<file path="src/rtl/exc_state_pkg.sv">
package exc_state_pkg;

    localparam int XLEN        = 64;
    localparam int HI_W        = 4;
    localparam int LO_W        = 6;
    localparam int HI_FIRST_BE = 33;
    localparam int LO_FIRST_BE = 42;
    localparam int EE_BE       = 48;
    localparam int PR_BE       = 49;
    localparam int SEL_W       = 2;

    typedef logic [XLEN-1:0] word_t;

    // Big-endian bit number to vector index.
    function automatic int be2le(input int b);
        return XLEN - 1 - b;
    endfunction

    localparam int HI_LSB = XLEN - 1 - (HI_FIRST_BE + HI_W - 1);
    localparam int LO_LSB = XLEN - 1 - (LO_FIRST_BE + LO_W - 1);
    localparam int EE_LE  = XLEN - 1 - EE_BE;
    localparam int PR_LE  = XLEN - 1 - PR_BE;

    typedef struct packed {
        logic [HI_W-1:0] hi;
        logic [LO_W-1:0] lo;
    } cause_t;

    typedef struct packed {
        logic   valid;
        word_t  pc;
        cause_t cause;
    } intr_req_t;

    typedef enum logic [SEL_W-1:0] {
        SEL_MSR  = 2'd0,
        SEL_SRR0 = 2'd1,
        SEL_SRR1 = 2'd2,
        SEL_NONE = 2'd3
    } reg_sel_e;

    typedef struct packed {
        logic     en;
        reg_sel_e sel;
        word_t    data;
    } sw_wr_t;

    // Positions owned by interrupt cause information.
    function automatic word_t cause_mask();
        word_t m;
        m = '0;
        for (int i = 0; i < HI_W; i++) m[HI_LSB + i] = 1'b1;
        for (int i = 0; i < LO_W; i++) m[LO_LSB + i] = 1'b1;
        return m;
    endfunction

    localparam word_t CAUSE_MASK    = cause_mask();
    localparam word_t ENTRY_DEFAULT = 64'h8000_0000_0000_0000;
    localparam word_t RESET_DEFAULT = 64'h8000_0000_0000_0000;

endpackage

</file>
<file path="src/rtl/srr1_merge.sv">
module srr1_merge
    import exc_state_pkg::*;
(
    input  word_t  msr_src,
    input  cause_t cause,
    output word_t  merged
);

    word_t placed;

    // Scatter the cause fields into their bit positions.
    for (genvar b = 0; b < XLEN; b++) begin : g_place
        if (b >= HI_LSB && b < HI_LSB + HI_W) begin : g_hi
            assign placed[b] = cause.hi[b - HI_LSB];
        end else if (b >= LO_LSB && b < LO_LSB + LO_W) begin : g_lo
            assign placed[b] = cause.lo[b - LO_LSB];
        end else begin : g_zero
            assign placed[b] = 1'b0;
        end
    end

    // Cause information overlays the state copy; nothing else is dropped.
    always_comb begin
        merged = (msr_src & ~CAUSE_MASK) | placed;
    end

endmodule

</file>
<file path="src/rtl/msr_restore_filter.sv">
module msr_restore_filter
    import exc_state_pkg::*;
(
    input  word_t saved,
    output word_t restored
);

    for (genvar b = 0; b < XLEN; b++) begin : g_keep
        if (CAUSE_MASK[b]) begin : g_strip
            assign restored[b] = 1'b0;
        end else begin : g_pass
            assign restored[b] = saved[b];
        end
    end

endmodule

</file>
<file path="src/rtl/exc_state_file.sv">
module exc_state_file
    import exc_state_pkg::*;
#(
    parameter word_t ENTRY_MSR = ENTRY_DEFAULT,
    parameter word_t RESET_MSR = RESET_DEFAULT
) (
    input  logic      clk,
    input  logic      rst,
    input  intr_req_t intr,
    input  logic      rfi,
    input  sw_wr_t    sw,
    input  word_t     msr_restored,
    input  word_t     srr1_built,
    output word_t     msr_q,
    output word_t     srr0_q,
    output word_t     srr1_q,
    output logic      redirect_valid,
    output word_t     redirect_pc
);

    word_t msr_d, srr0_d, srr1_d;
    logic  sw_msr, sw_srr0, sw_srr1;

    always_comb begin
        sw_msr  = sw.en && (sw.sel == SEL_MSR);
        sw_srr0 = sw.en && (sw.sel == SEL_SRR0);
        sw_srr1 = sw.en && (sw.sel == SEL_SRR1);
    end

    // Priority: interrupt, then return, then software write.
    always_comb begin
        msr_d = msr_q;
        if (intr.valid)   msr_d = ENTRY_MSR;
        else if (rfi)     msr_d = msr_restored;
        else if (sw_msr)  msr_d = sw.data;
    end

    always_comb begin
        srr0_d = srr0_q;
        srr1_d = srr1_q;
        if (intr.valid) begin
            srr0_d = intr.pc;
            srr1_d = srr1_built;
        end else begin
            if (sw_srr0) srr0_d = sw.data;
            if (sw_srr1) srr1_d = sw.data;
        end
    end

    always_ff @(posedge clk) begin
        if (rst) begin
            msr_q          <= RESET_MSR;
            srr0_q         <= '0;
            srr1_q         <= '0;
            redirect_valid <= 1'b0;
            redirect_pc    <= '0;
        end else begin
            msr_q          <= msr_d;
            srr0_q         <= srr0_d;
            srr1_q         <= srr1_d;
            redirect_valid <= rfi && !intr.valid;
            if (rfi && !intr.valid) redirect_pc <= srr0_q;
        end
    end


    srr0_capture_chk: assert property (@(posedge clk) disable iff (rst)
        intr.valid |=> srr0_q == $past(intr.pc));


    cause_fields_chk: assert property (@(posedge clk) disable iff (rst)
        intr.valid |=> (srr1_q[HI_LSB +: HI_W] == $past(intr.cause.hi)) &&
                       (srr1_q[LO_LSB +: LO_W] == $past(intr.cause.lo)));


    msr_copy_chk: assert property (@(posedge clk) disable iff (rst)
        intr.valid && !rfi |=> (srr1_q & ~CAUSE_MASK) == ($past(msr_q) & ~CAUSE_MASK));


    entry_guard_chk: assert property (@(posedge clk) disable iff (rst)
        intr.valid |=> !msr_q[EE_LE] && !msr_q[PR_LE]);


    restore_value_chk: assert property (@(posedge clk) disable iff (rst)
        rfi && !intr.valid |=> msr_q == ($past(srr1_q) & ~CAUSE_MASK));


    no_cause_leak_chk: assert property (@(posedge clk) disable iff (rst)
        rfi && !intr.valid |=> (msr_q & CAUSE_MASK) == '0);


    redirect_pulse_chk: assert property (@(posedge clk) disable iff (rst)
        rfi && !intr.valid |=> redirect_valid && redirect_pc == $past(srr0_q));


    redirect_quiet_chk: assert property (@(posedge clk) disable iff (rst)
        intr.valid |=> !redirect_valid);

endmodule

</file>
<file path="src/rtl/exc_state_unit.sv">
module exc_state_unit
    import exc_state_pkg::*;
#(
    parameter word_t ENTRY_MSR = ENTRY_DEFAULT,
    parameter word_t RESET_MSR = RESET_DEFAULT
) (
    input  logic             clk,
    input  logic             rst,
    input  logic             intr_valid,
    input  logic [XLEN-1:0]  intr_pc,
    input  logic [HI_W-1:0]  intr_cause_hi,
    input  logic [LO_W-1:0]  intr_cause_lo,
    input  logic             rfi_strobe,
    input  logic             sw_wr_en,
    input  logic [SEL_W-1:0] sw_wr_sel,
    input  logic [XLEN-1:0]  sw_wr_data,
    output logic [XLEN-1:0]  msr_q,
    output logic [XLEN-1:0]  srr0_q,
    output logic [XLEN-1:0]  srr1_q,
    output logic             redirect_valid,
    output logic [XLEN-1:0]  redirect_pc
);

    intr_req_t intr;
    sw_wr_t    sw;
    word_t     msr_restored;
    word_t     msr_src;
    word_t     srr1_built;

    always_comb begin
        intr.valid    = intr_valid;
        intr.pc       = intr_pc;
        intr.cause.hi = intr_cause_hi;
        intr.cause.lo = intr_cause_lo;
        sw.en         = sw_wr_en;
        sw.sel        = reg_sel_e'(sw_wr_sel);
        sw.data       = sw_wr_data;
    end

    msr_restore_filter u_filter (
        .saved    (srr1_q),
        .restored (msr_restored)
    );

    // A return in the same cycle completes first; the interrupt saves its result.
    always_comb begin
        msr_src = rfi_strobe ? msr_restored : msr_q;
    end

    srr1_merge u_merge (
        .msr_src (msr_src),
        .cause   (intr.cause),
        .merged  (srr1_built)
    );

    exc_state_file #(
        .ENTRY_MSR (ENTRY_MSR),
        .RESET_MSR (RESET_MSR)
    ) u_file (
        .clk            (clk),
        .rst            (rst),
        .intr           (intr),
        .rfi            (rfi_strobe),
        .sw             (sw),
        .msr_restored   (msr_restored),
        .srr1_built     (srr1_built),
        .msr_q          (msr_q),
        .srr0_q         (srr0_q),
        .srr1_q         (srr1_q),
        .redirect_valid (redirect_valid),
        .redirect_pc    (redirect_pc)
    );

endmodule

</file>
<file path="config.mk">
export PLATFORM = sky130hd
export DESIGN_NAME = exc_state_unit
export DESIGN_NICKNAME = d
export VERILOG_FILES = /design/src/rtl/exc_state_pkg.sv /design/src/rtl/srr1_merge.sv /design/src/rtl/msr_restore_filter.sv /design/src/rtl/exc_state_file.sv /design/src/rtl/exc_state_unit.sv
export SDC_FILE = /design/constraint.sdc
export NUM_CORES = 1
export LEC_CHECK = 0
export BUFFER_PORTS_ARGS = -buffer_cell sky130_fd_sc_hd__buf_2
export CORE_ASPECT_RATIO = 2
export CORE_MARGIN = 4
export CORE_UTILIZATION = 54
export CTS_BUF_LIST = sky130_fd_sc_hd__clkbuf_4
export CTS_CLUSTER_DIAMETER = 150
export DETAILED_ROUTE_END_ITERATION = 10
export PLACE_DENSITY = 0.87
export SKIP_CTS_REPAIR_TIMING = 1
export SKIP_LAST_GASP = 1
export SYNTH_ARGS = -nofsm -noshare
export SYNTH_HDL_FRONTEND = slang
export SYNTH_HIERARCHICAL = 1
export SYNTH_SLANG_ARGS = --single-unit
</file>
<file path="constraint.sdc">
create_clock -name clk -period 1.7 [get_ports clk]
set_clock_uncertainty 0.1 [all_clocks]
set_input_delay 0.17 -clock clk [delete_from_list [all_inputs] [get_ports clk]]
set_output_delay 0.17 -clock clk [all_outputs]
set_load 0.05 [all_outputs]
</file>
Word level (Yosys, flattened, before mapping) --
Cells that the tools add are included.
Cells by class: equal/unequal tests 2, multiplexer cells 7, bitwise gates (word level) 1, reductions and logical operators 11
Operator list (number):
- 2-to-1 mux 64 bit | 7
- OR 64 x 31 -> 64 bit | 1
- nonzero test 2 bit | 3
- logical AND 1 bit | 4
- OR reduction 3 bit | 1
- == test 2 x 1 -> 1 bit, second input constant | 1
- == test 2 bit, second input constant | 1
- logical NOT 2 bit | 1
- OR reduction 2 bit | 1
- logical NOT 1 bit | 1
Storage, ports and cells: register bits 257, output and inout port bits 257

Depth between registers and ports, before layout --
Gate-level depths: netlist of run 1.
depth in word-level cells 4, depth in mapped cells 6, gate-level depth less buffers 3

Cells and area by module --
Netlist of run 1, hierarchy kept.
By module, submodules not included:
- exc_state_file | times used 1, cells an instance 1233, area an instance 11965.2 sq um, seq. area each 5144.9 sq um
- exc_state_unit | times used 1, cells an instance 71, area an instance 1077.3 sq um, seq. area each 0.0 sq um
- msr_restore_filter | times used 1, cells an instance 65, area an instance 484.2 sq um, seq. area each 0.0 sq um
- srr1_merge | times used 1, cells an instance 64, area an instance 480.5 sq um, seq. area each 0.0 sq um

Least setup slack after synthesis of run 1 --
OpenSTA, ideal clock, no wires.
path kind register -> register, start register u_file.srr1_q[10], end register u_file.srr1_q[10], library setup time 0.146 ns, arrival time 1.267 ns, setup slack 0.187 ns, cell stages (with the launch flop) 6, path buffers 2, period minus slack after synthesis 1.513 ns, cell sequence dfxtp_1 buf_4 mux2_4 buf_4 mux2i_1 a211oi_2
On the way: word-level cells in the longest chain between the ends 3
Ends and longest elaborated chain:
- start: declaration | line exc_state_file.sv:16 | output word_t srr1_q,
- start signal: assignment | line exc_state_file.sv:60 | srr1_q <= srr1_d;
- 2-to-1 mux 64 bit | line exc_state_unit.sv:47 | msr_src = rfi_strobe ? msr_restored : msr_q;
- net msr_src[10] | line exc_state_unit.sv:27 | word_t msr_src;
- OR 64 x 31 -> 64 bit | line srr1_merge.sv:24 | merged = (msr_src & ~CAUSE_MASK) | placed;
- net srr1_built[10] | line exc_state_unit.sv:28 | word_t srr1_built;
- 2-to-1 mux 64 bit | line exc_state_file.sv:41 | if (intr.valid) begin
The timed path passes the listed nets, and every way through them passes these cells. A chain may end at the register's enable or synchronous reset.

Worst setup path after layout of run 1 --
start input sw_wr_data[33], end register u_file.srr0_q[33]
On the way: word-level cells in the longest chain between the ends 2
Ends and longest elaborated chain:
- start: declaration | line exc_state_unit.sv:16 | input logic [XLEN-1:0] sw_wr_data,
- 2-to-1 mux 64 bit | line exc_state_file.sv:45 | if (sw_srr0) srr0_d = sw.data;
- 2-to-1 mux 64 bit | line exc_state_file.sv:41
- end signal: assignment | line exc_state_file.sv:59 | srr0_q <= srr0_d;
- end: declaration | line exc_state_file.sv:15 | output word_t srr0_q,
Every way passes these cells. The select of a mux whose other input is x is not followed.

==> flow_summary.yaml, run 1 <==
power_and_ir_drop:
  power.leakage_nw: 7.83
  powerDensity_nw_per_um2: 910
  vdd_drop_max_mv: 0.722
worst_setup_path:
  critPathTopFamily: "buffers and inverters"
  cp-end-kind: "register"
  critPathLaunchType: "primary input"
  path_max_fanout: 3
  path_class: "primary input to register"
  crit_buf_inv: 4
  critPathArrivalTime_ns: 2.30
  slowest_delay_ns: 0.60
  required_ns: 2.25
  critical-path-slowest-cell: "dlygate4sd3_1"
  path_cells: "dlygate4sd3_1 -> buf_2 -> mux2i_1 -> dlygate4sd3_1 -> a211oi_2 -> dlygate4sd3_1"
  cp_common_cell: "dlygate4sd3_1"
layout:
  fin_util: 0.729
  drive_above_1_share: 0.415
  n_fill_cell: 1459
  syn2layout_area_growth_pct: 32.3
  design_area_um2: 18300
  nNetsFinal: 2027
  layout_commonest_cell: "buf_2"
  final_cell_mix: "281 x buf_2, 257 x dfxtp_1, 210 x dlygate4sd3_1"
  final_cells: 2268
clock_network:
  path_clk_slew_ns: 0.08
  root_buffer: "clkbuf_4"
  tritoncts: "yes"
  cts_max_level: 2
  clock_latency_ns: 0.70
  cts_buffers: 58
  cts_sinks: 257
  clockBufferDepth: 3
grt:
  use_met1: 0.301
  grt_max_degree: 95
  met2_usage: 0.502
  top_usage_layer: "met2"
  grt_pass1_vias: 12000
  grt_use_met3: 0.0491
  grt_pass1_wl_um: 63900
  grt_use_total: 0.279
  grt_overflow_total: 0
  grt_antenna_before_repair: 5
timing:
  drv_slew: 0
  tightest_slew_ns: 0.623
  hold_viol_final: 12
  period_minus_slack_ns: 1.76
  slew_headroom: 0.585
  fin_ws_ns: -0.0568
  max_freq_mhz: 569
  rsz0062_at_grt: "yes"
  setup_tns_ns: -0.120
  hold_ws_ns: -0.0296
  setup_viol: 5
  finalCritPeriodShare: 1.03
detailed_routing:
  vias_per_cell: 6.22
  remaining_drc_errors: 0
  drt_wl_total_um: 54600
  dr.pass1.iters: 5
  vias: 14100
  ant_nets: 0
  wire_per_inst_um: 24.1
  first_iter_violations: 1527
floorplan:
  die_w_um: 121
  die_h_um: 235
  coreArea_um2: 25100
  die_area_um2: 28400
  start_util: 0.551
  io_pins: 402
  rows: 82
run:
  maxCapViolations: 0
yosys:
  synthCells: 1423
  avgSynthCellArea_um2: 9.74
  syn_area_um2: 13900
  ys_warn_count: 6
place:
  port_buffers: 401
  dp.cells: 1948
  gp_congestion: 0.890
  dp_hpwl_um: 29100
  place_area_um2: 15100
  pre_cts_slack_ns: 0.159
status:
  violations: "hold timing, setup timing"
  outcome: "finished, violations left"
worst_hold_path:
  min_path_type: "primary input to register"
[metrics by stage]
stage          power [mW]  hold slack (ns)
5_1_grt              17.2          -0.0662
6_report             16.7          -0.0296
2_1_floorplan        9.98            0.223
3_5_place_dp         10.7            0.344
4_1_cts              15.9           -0.411
3_3_place_gp         10.6            0.338
[sequential cells by signal (all words and copies together), names as in the netlist]
| signal | count |
|---|---|
| u_file/msr_q | 64 |
| u_file/redirect_pc | 64 |
| u_file/srr0_q | 64 |
| u_file/redirect_valid | 1 |
| u_file/srr1_q | 64 |
[cell type report]
| cell class | instances | area (µm²) | area share |
|---|---|---|---|
| clock buffers | 79 | 593 | 0.0324 |
| clock inverters | 26 | 180 | 0.00983 |
| inverters | 1 | 3.75 | 0.000205 |
| diodes | 5 | 12.5 | 0.000683 |
| well taps | 336 | 420 | 0.0229 |
| multi-input cells | 906 | 6960 | 0.380 |
| flip-flops and latches | 257 | 5140 | 0.281 |
| repair buffers | 658 | 5020 | 0.274 |
[layer usage]
layer | part of all wire | up-vias
met5 | 0 | -
met4 | 0.087 | 0
met3 | 0.083 | 384
met2 | 0.50 | 1138
met1 | 0.33 | 6691
li1 | - | 5894
[worst min-delay path, delay by kind of cell]
family | cells | cell delay, ns
AO/OA/AOI/OAI | 1 | 0.17
buffers and inverters | 2 | 0.38
[report_power, final]
part	switching, mW	internal (mW)
clock	2.68	2.62
sequential	0.358	6.39
combinational	2.99	1.65
[worst paths after layout]
kind                            cells after the start                     end                   start  slack, ns
worst min register to register                      2  u_file/redirect_pc[43]  u_file/redirect_pc[43]       0.35
worst min-delay path                                3   u_file/redirect_pc[4]                     rst      -0.03
worst max-delay path                                6       u_file/srr0_q[33]          sw_wr_data[33]      -0.06
worst max register to register                      4       u_file/srr1_q[59]        u_file/msr_q[59]      -0.01
Note: power is estimated with default switching activity, not from simulation.
==> run 2: changes to the inputs <==
SETUP_SLACK_MARGIN = 0.3   (was not set)
==> run 2 against run 1 <==
Against the previous run: the flow still finishes with violations (hold timing, setup timing); die area unchanged; via count increased by 5.1%; wire length increased by 19%; global-route usage decreased by 0.26 points; sequential share of layout area decreased by 0.53 points; critical endpoint is now u_file/srr0_q[32].
==> flow_summary.yaml, run 2 (synthesized netlist as in run 1, its figures left out) <==
timing:
  rsz0062_at_grt: "yes"
  period_minus_slack_ns: 1.73
  tightest_slew_ns: 1.04
  setup_viol: 1
  fin_ws_ns: -0.0292
  hold_viol_final: 3
  drv_slew: 0
  max_freq_mhz: 578
  finalCritPeriodShare: 1.02
  setup_tns_ns: -0.0292
  hold_ws_ns: -0.00984
  slew_headroom: 0.304
floorplan:
  io_pins: 402
  die_w_um: 121
  start_util: 0.551
  rows: 82
  die_h_um: 235
  die_area_um2: 28400
  coreArea_um2: 25100
worst_setup_path:
  critical-path-slowest-cell: "dlygate4sd3_1"
  path_class: "primary input to register"
  cp-end-kind: "register"
  r2r-end: "u_file/msr_q[28]"
  r2r_slack_ns: 0.12
  critPathLaunchType: "primary input"
  required_ns: 2.18
  slowest_delay_ns: 1.04
  critPathArrivalTime_ns: 2.21
  reg2regPathDepth: 2
  r2r-start: "u_file/msr_q[28]"
  path_cells: "buf_8 -> dlygate4sd3_1 -> mux2i_1 -> a211oi_2"
  path_max_fanout: 15
status:
  outcome: "finished, violations left"
  violations: "hold timing, setup timing"
worst_hold_path:
  worst_hold_path.num_cells: 4
  min-delay-start: "intr_valid"
  min_to: "u_file/srr1_q[23]"
  min_path_type: "primary input to register"
grt:
  grt_antenna_before_repair: 5
  top_usage_layer: "met2"
  grt_pass1_vias: 12100
  use_met1: 0.303
  grt_use_total: 0.277
  grt_max_degree: 116
  grt_overflow_total: 0
  met2_usage: 0.507
  grt_pass1_wl_um: 63500
  grt_use_met3: 0.0414
detailed_routing:
  vias_per_cell: 6.55
  remaining_drc_errors: 0
  first_iter_violations: 1801
  wire_per_inst_um: 28.6
  vias: 14800
  dr.pass1.iters: 8
  drt_wl_total_um: 64800
  ant_nets: 0
run:
  maxCapViolations: 0
layout:
  n_fill_cell: 1165
  layout_commonest_cell: "nor3_1"
  final_cell_mix: "195 x nor3_1, 189 x dlygate4sd3_1, 149 x nand2_1"
  nNetsFinal: 2033
  syn2layout_area_growth_pct: 47.1
  drive_above_1_share: 0.533
clock_network:
  clockBufferDepth: 3
  clock_latency_ns: 0.76
  path_clk_slew_ns: 0.09
  cts_buffers: 57
  tritoncts: "yes"
  cts_sinks: 257
  cts_max_level: 2
  root_buffer: "clkbuf_4"
place:
  port_buffers: 401
  gp_congestion: 0.932
  dp_hpwl_um: 29400
  pre_cts_slack_ns: 0.147
power_and_ir_drop:
  power.leakage_nw: 8.32
  vdd_drop_max_mv: 0.730
  powerDensity_nw_per_um2: 839
run 2: cell types whose count changed in the layout (fill, tap and decap cells not counted), sizes merged:
cell	change
clkbuf	-66
inv	-1
diode	+1
bufinv	-3
dlygate4sd3	-21
clkinv	-12
buf	+97
run 2: worst max-delay path, delay by kind of cell:
| family | cells | cell delay, ns |
|---|---|---|
| buffers and inverters | 2 | 1.23 |
| AO/OA/AOI/OAI | 1 | 0.54 |
| multiplexers | 1 | 0.27 |
run 2: layout make-up:
type,count,area [µm²],share of cell area
Inverter,1,3.75,0.000184
Clock buffer,82,616,0.0302
Sequential cell,257,5610,0.275
Timing Repair Buffer,665,6720,0.330
Clock inverter,10,37.5,0.00184
Tap cell,336,420,0.0206
Antenna cell,6,15.0,0.000737
Multi-Input combinational cell,906,6960,0.341
run 2: metal layers:
metal  wire length (µm)  vias up
met5                  0        -
met4               7120        0
met3               6610      588
met2              31400     1471
met1              19700     6850
li1                   -     5915
run 2: worst max path at each step:
| stage | endpoint | slack (ns) | from | cells after the start |
|---|---|---|---|---|
| after global placement | u_file/redirect_pc[8] | 0.21 | rfi_strobe | 6 |
| after detailed placement | u_file/redirect_pc[9] | 0.15 | rfi_strobe | 6 |
| final | u_file/srr0_q[32] | -0.03 | intr_valid | 4 |
| after floorplan | u_file/srr1_q[10] | 0.31 | u_file/msr_q[10] | 4 |
| after CTS | srr0_q[50] | -0.03 | u_file/srr0_q[50] | 1 |
| after global routing | redirect_pc[22] | -0.03 | u_file/redirect_pc[22] | 1 |
run 2: metrics by stage:
| step | cells | instance area [µm²] | total power, mW | hold slack [ns] | util |
|---|---|---|---|---|---|
| final | 2263 | 20400 | 17.1 | -0.00984 | 0.811 |
| after global placement | 1953 | 15300 | 10.7 | 0.340 | 0.610 |
| after floorplan | 1432 | 14000 | 10.0 | 0.223 | - |
| after CTS | 2045 | 16000 | 15.3 | -0.391 | 0.636 |
| after detailed placement | 1953 | 15300 | 10.8 | 0.343 | 0.610 |
| after global routing | 2261 | 20400 | 17.5 | -0.0145 | 0.811 |
run 2: report_power, final:
group | internal [mW] | leakage, nW | switching, mW
Sequential | 6.40 | 2.21 | 0.508
Combinational | 2.12 | 5.71 | 3.16
Clock | 2.18 | 0.396 | 2.73
Total | 10.7 | 8.32 | 6.40
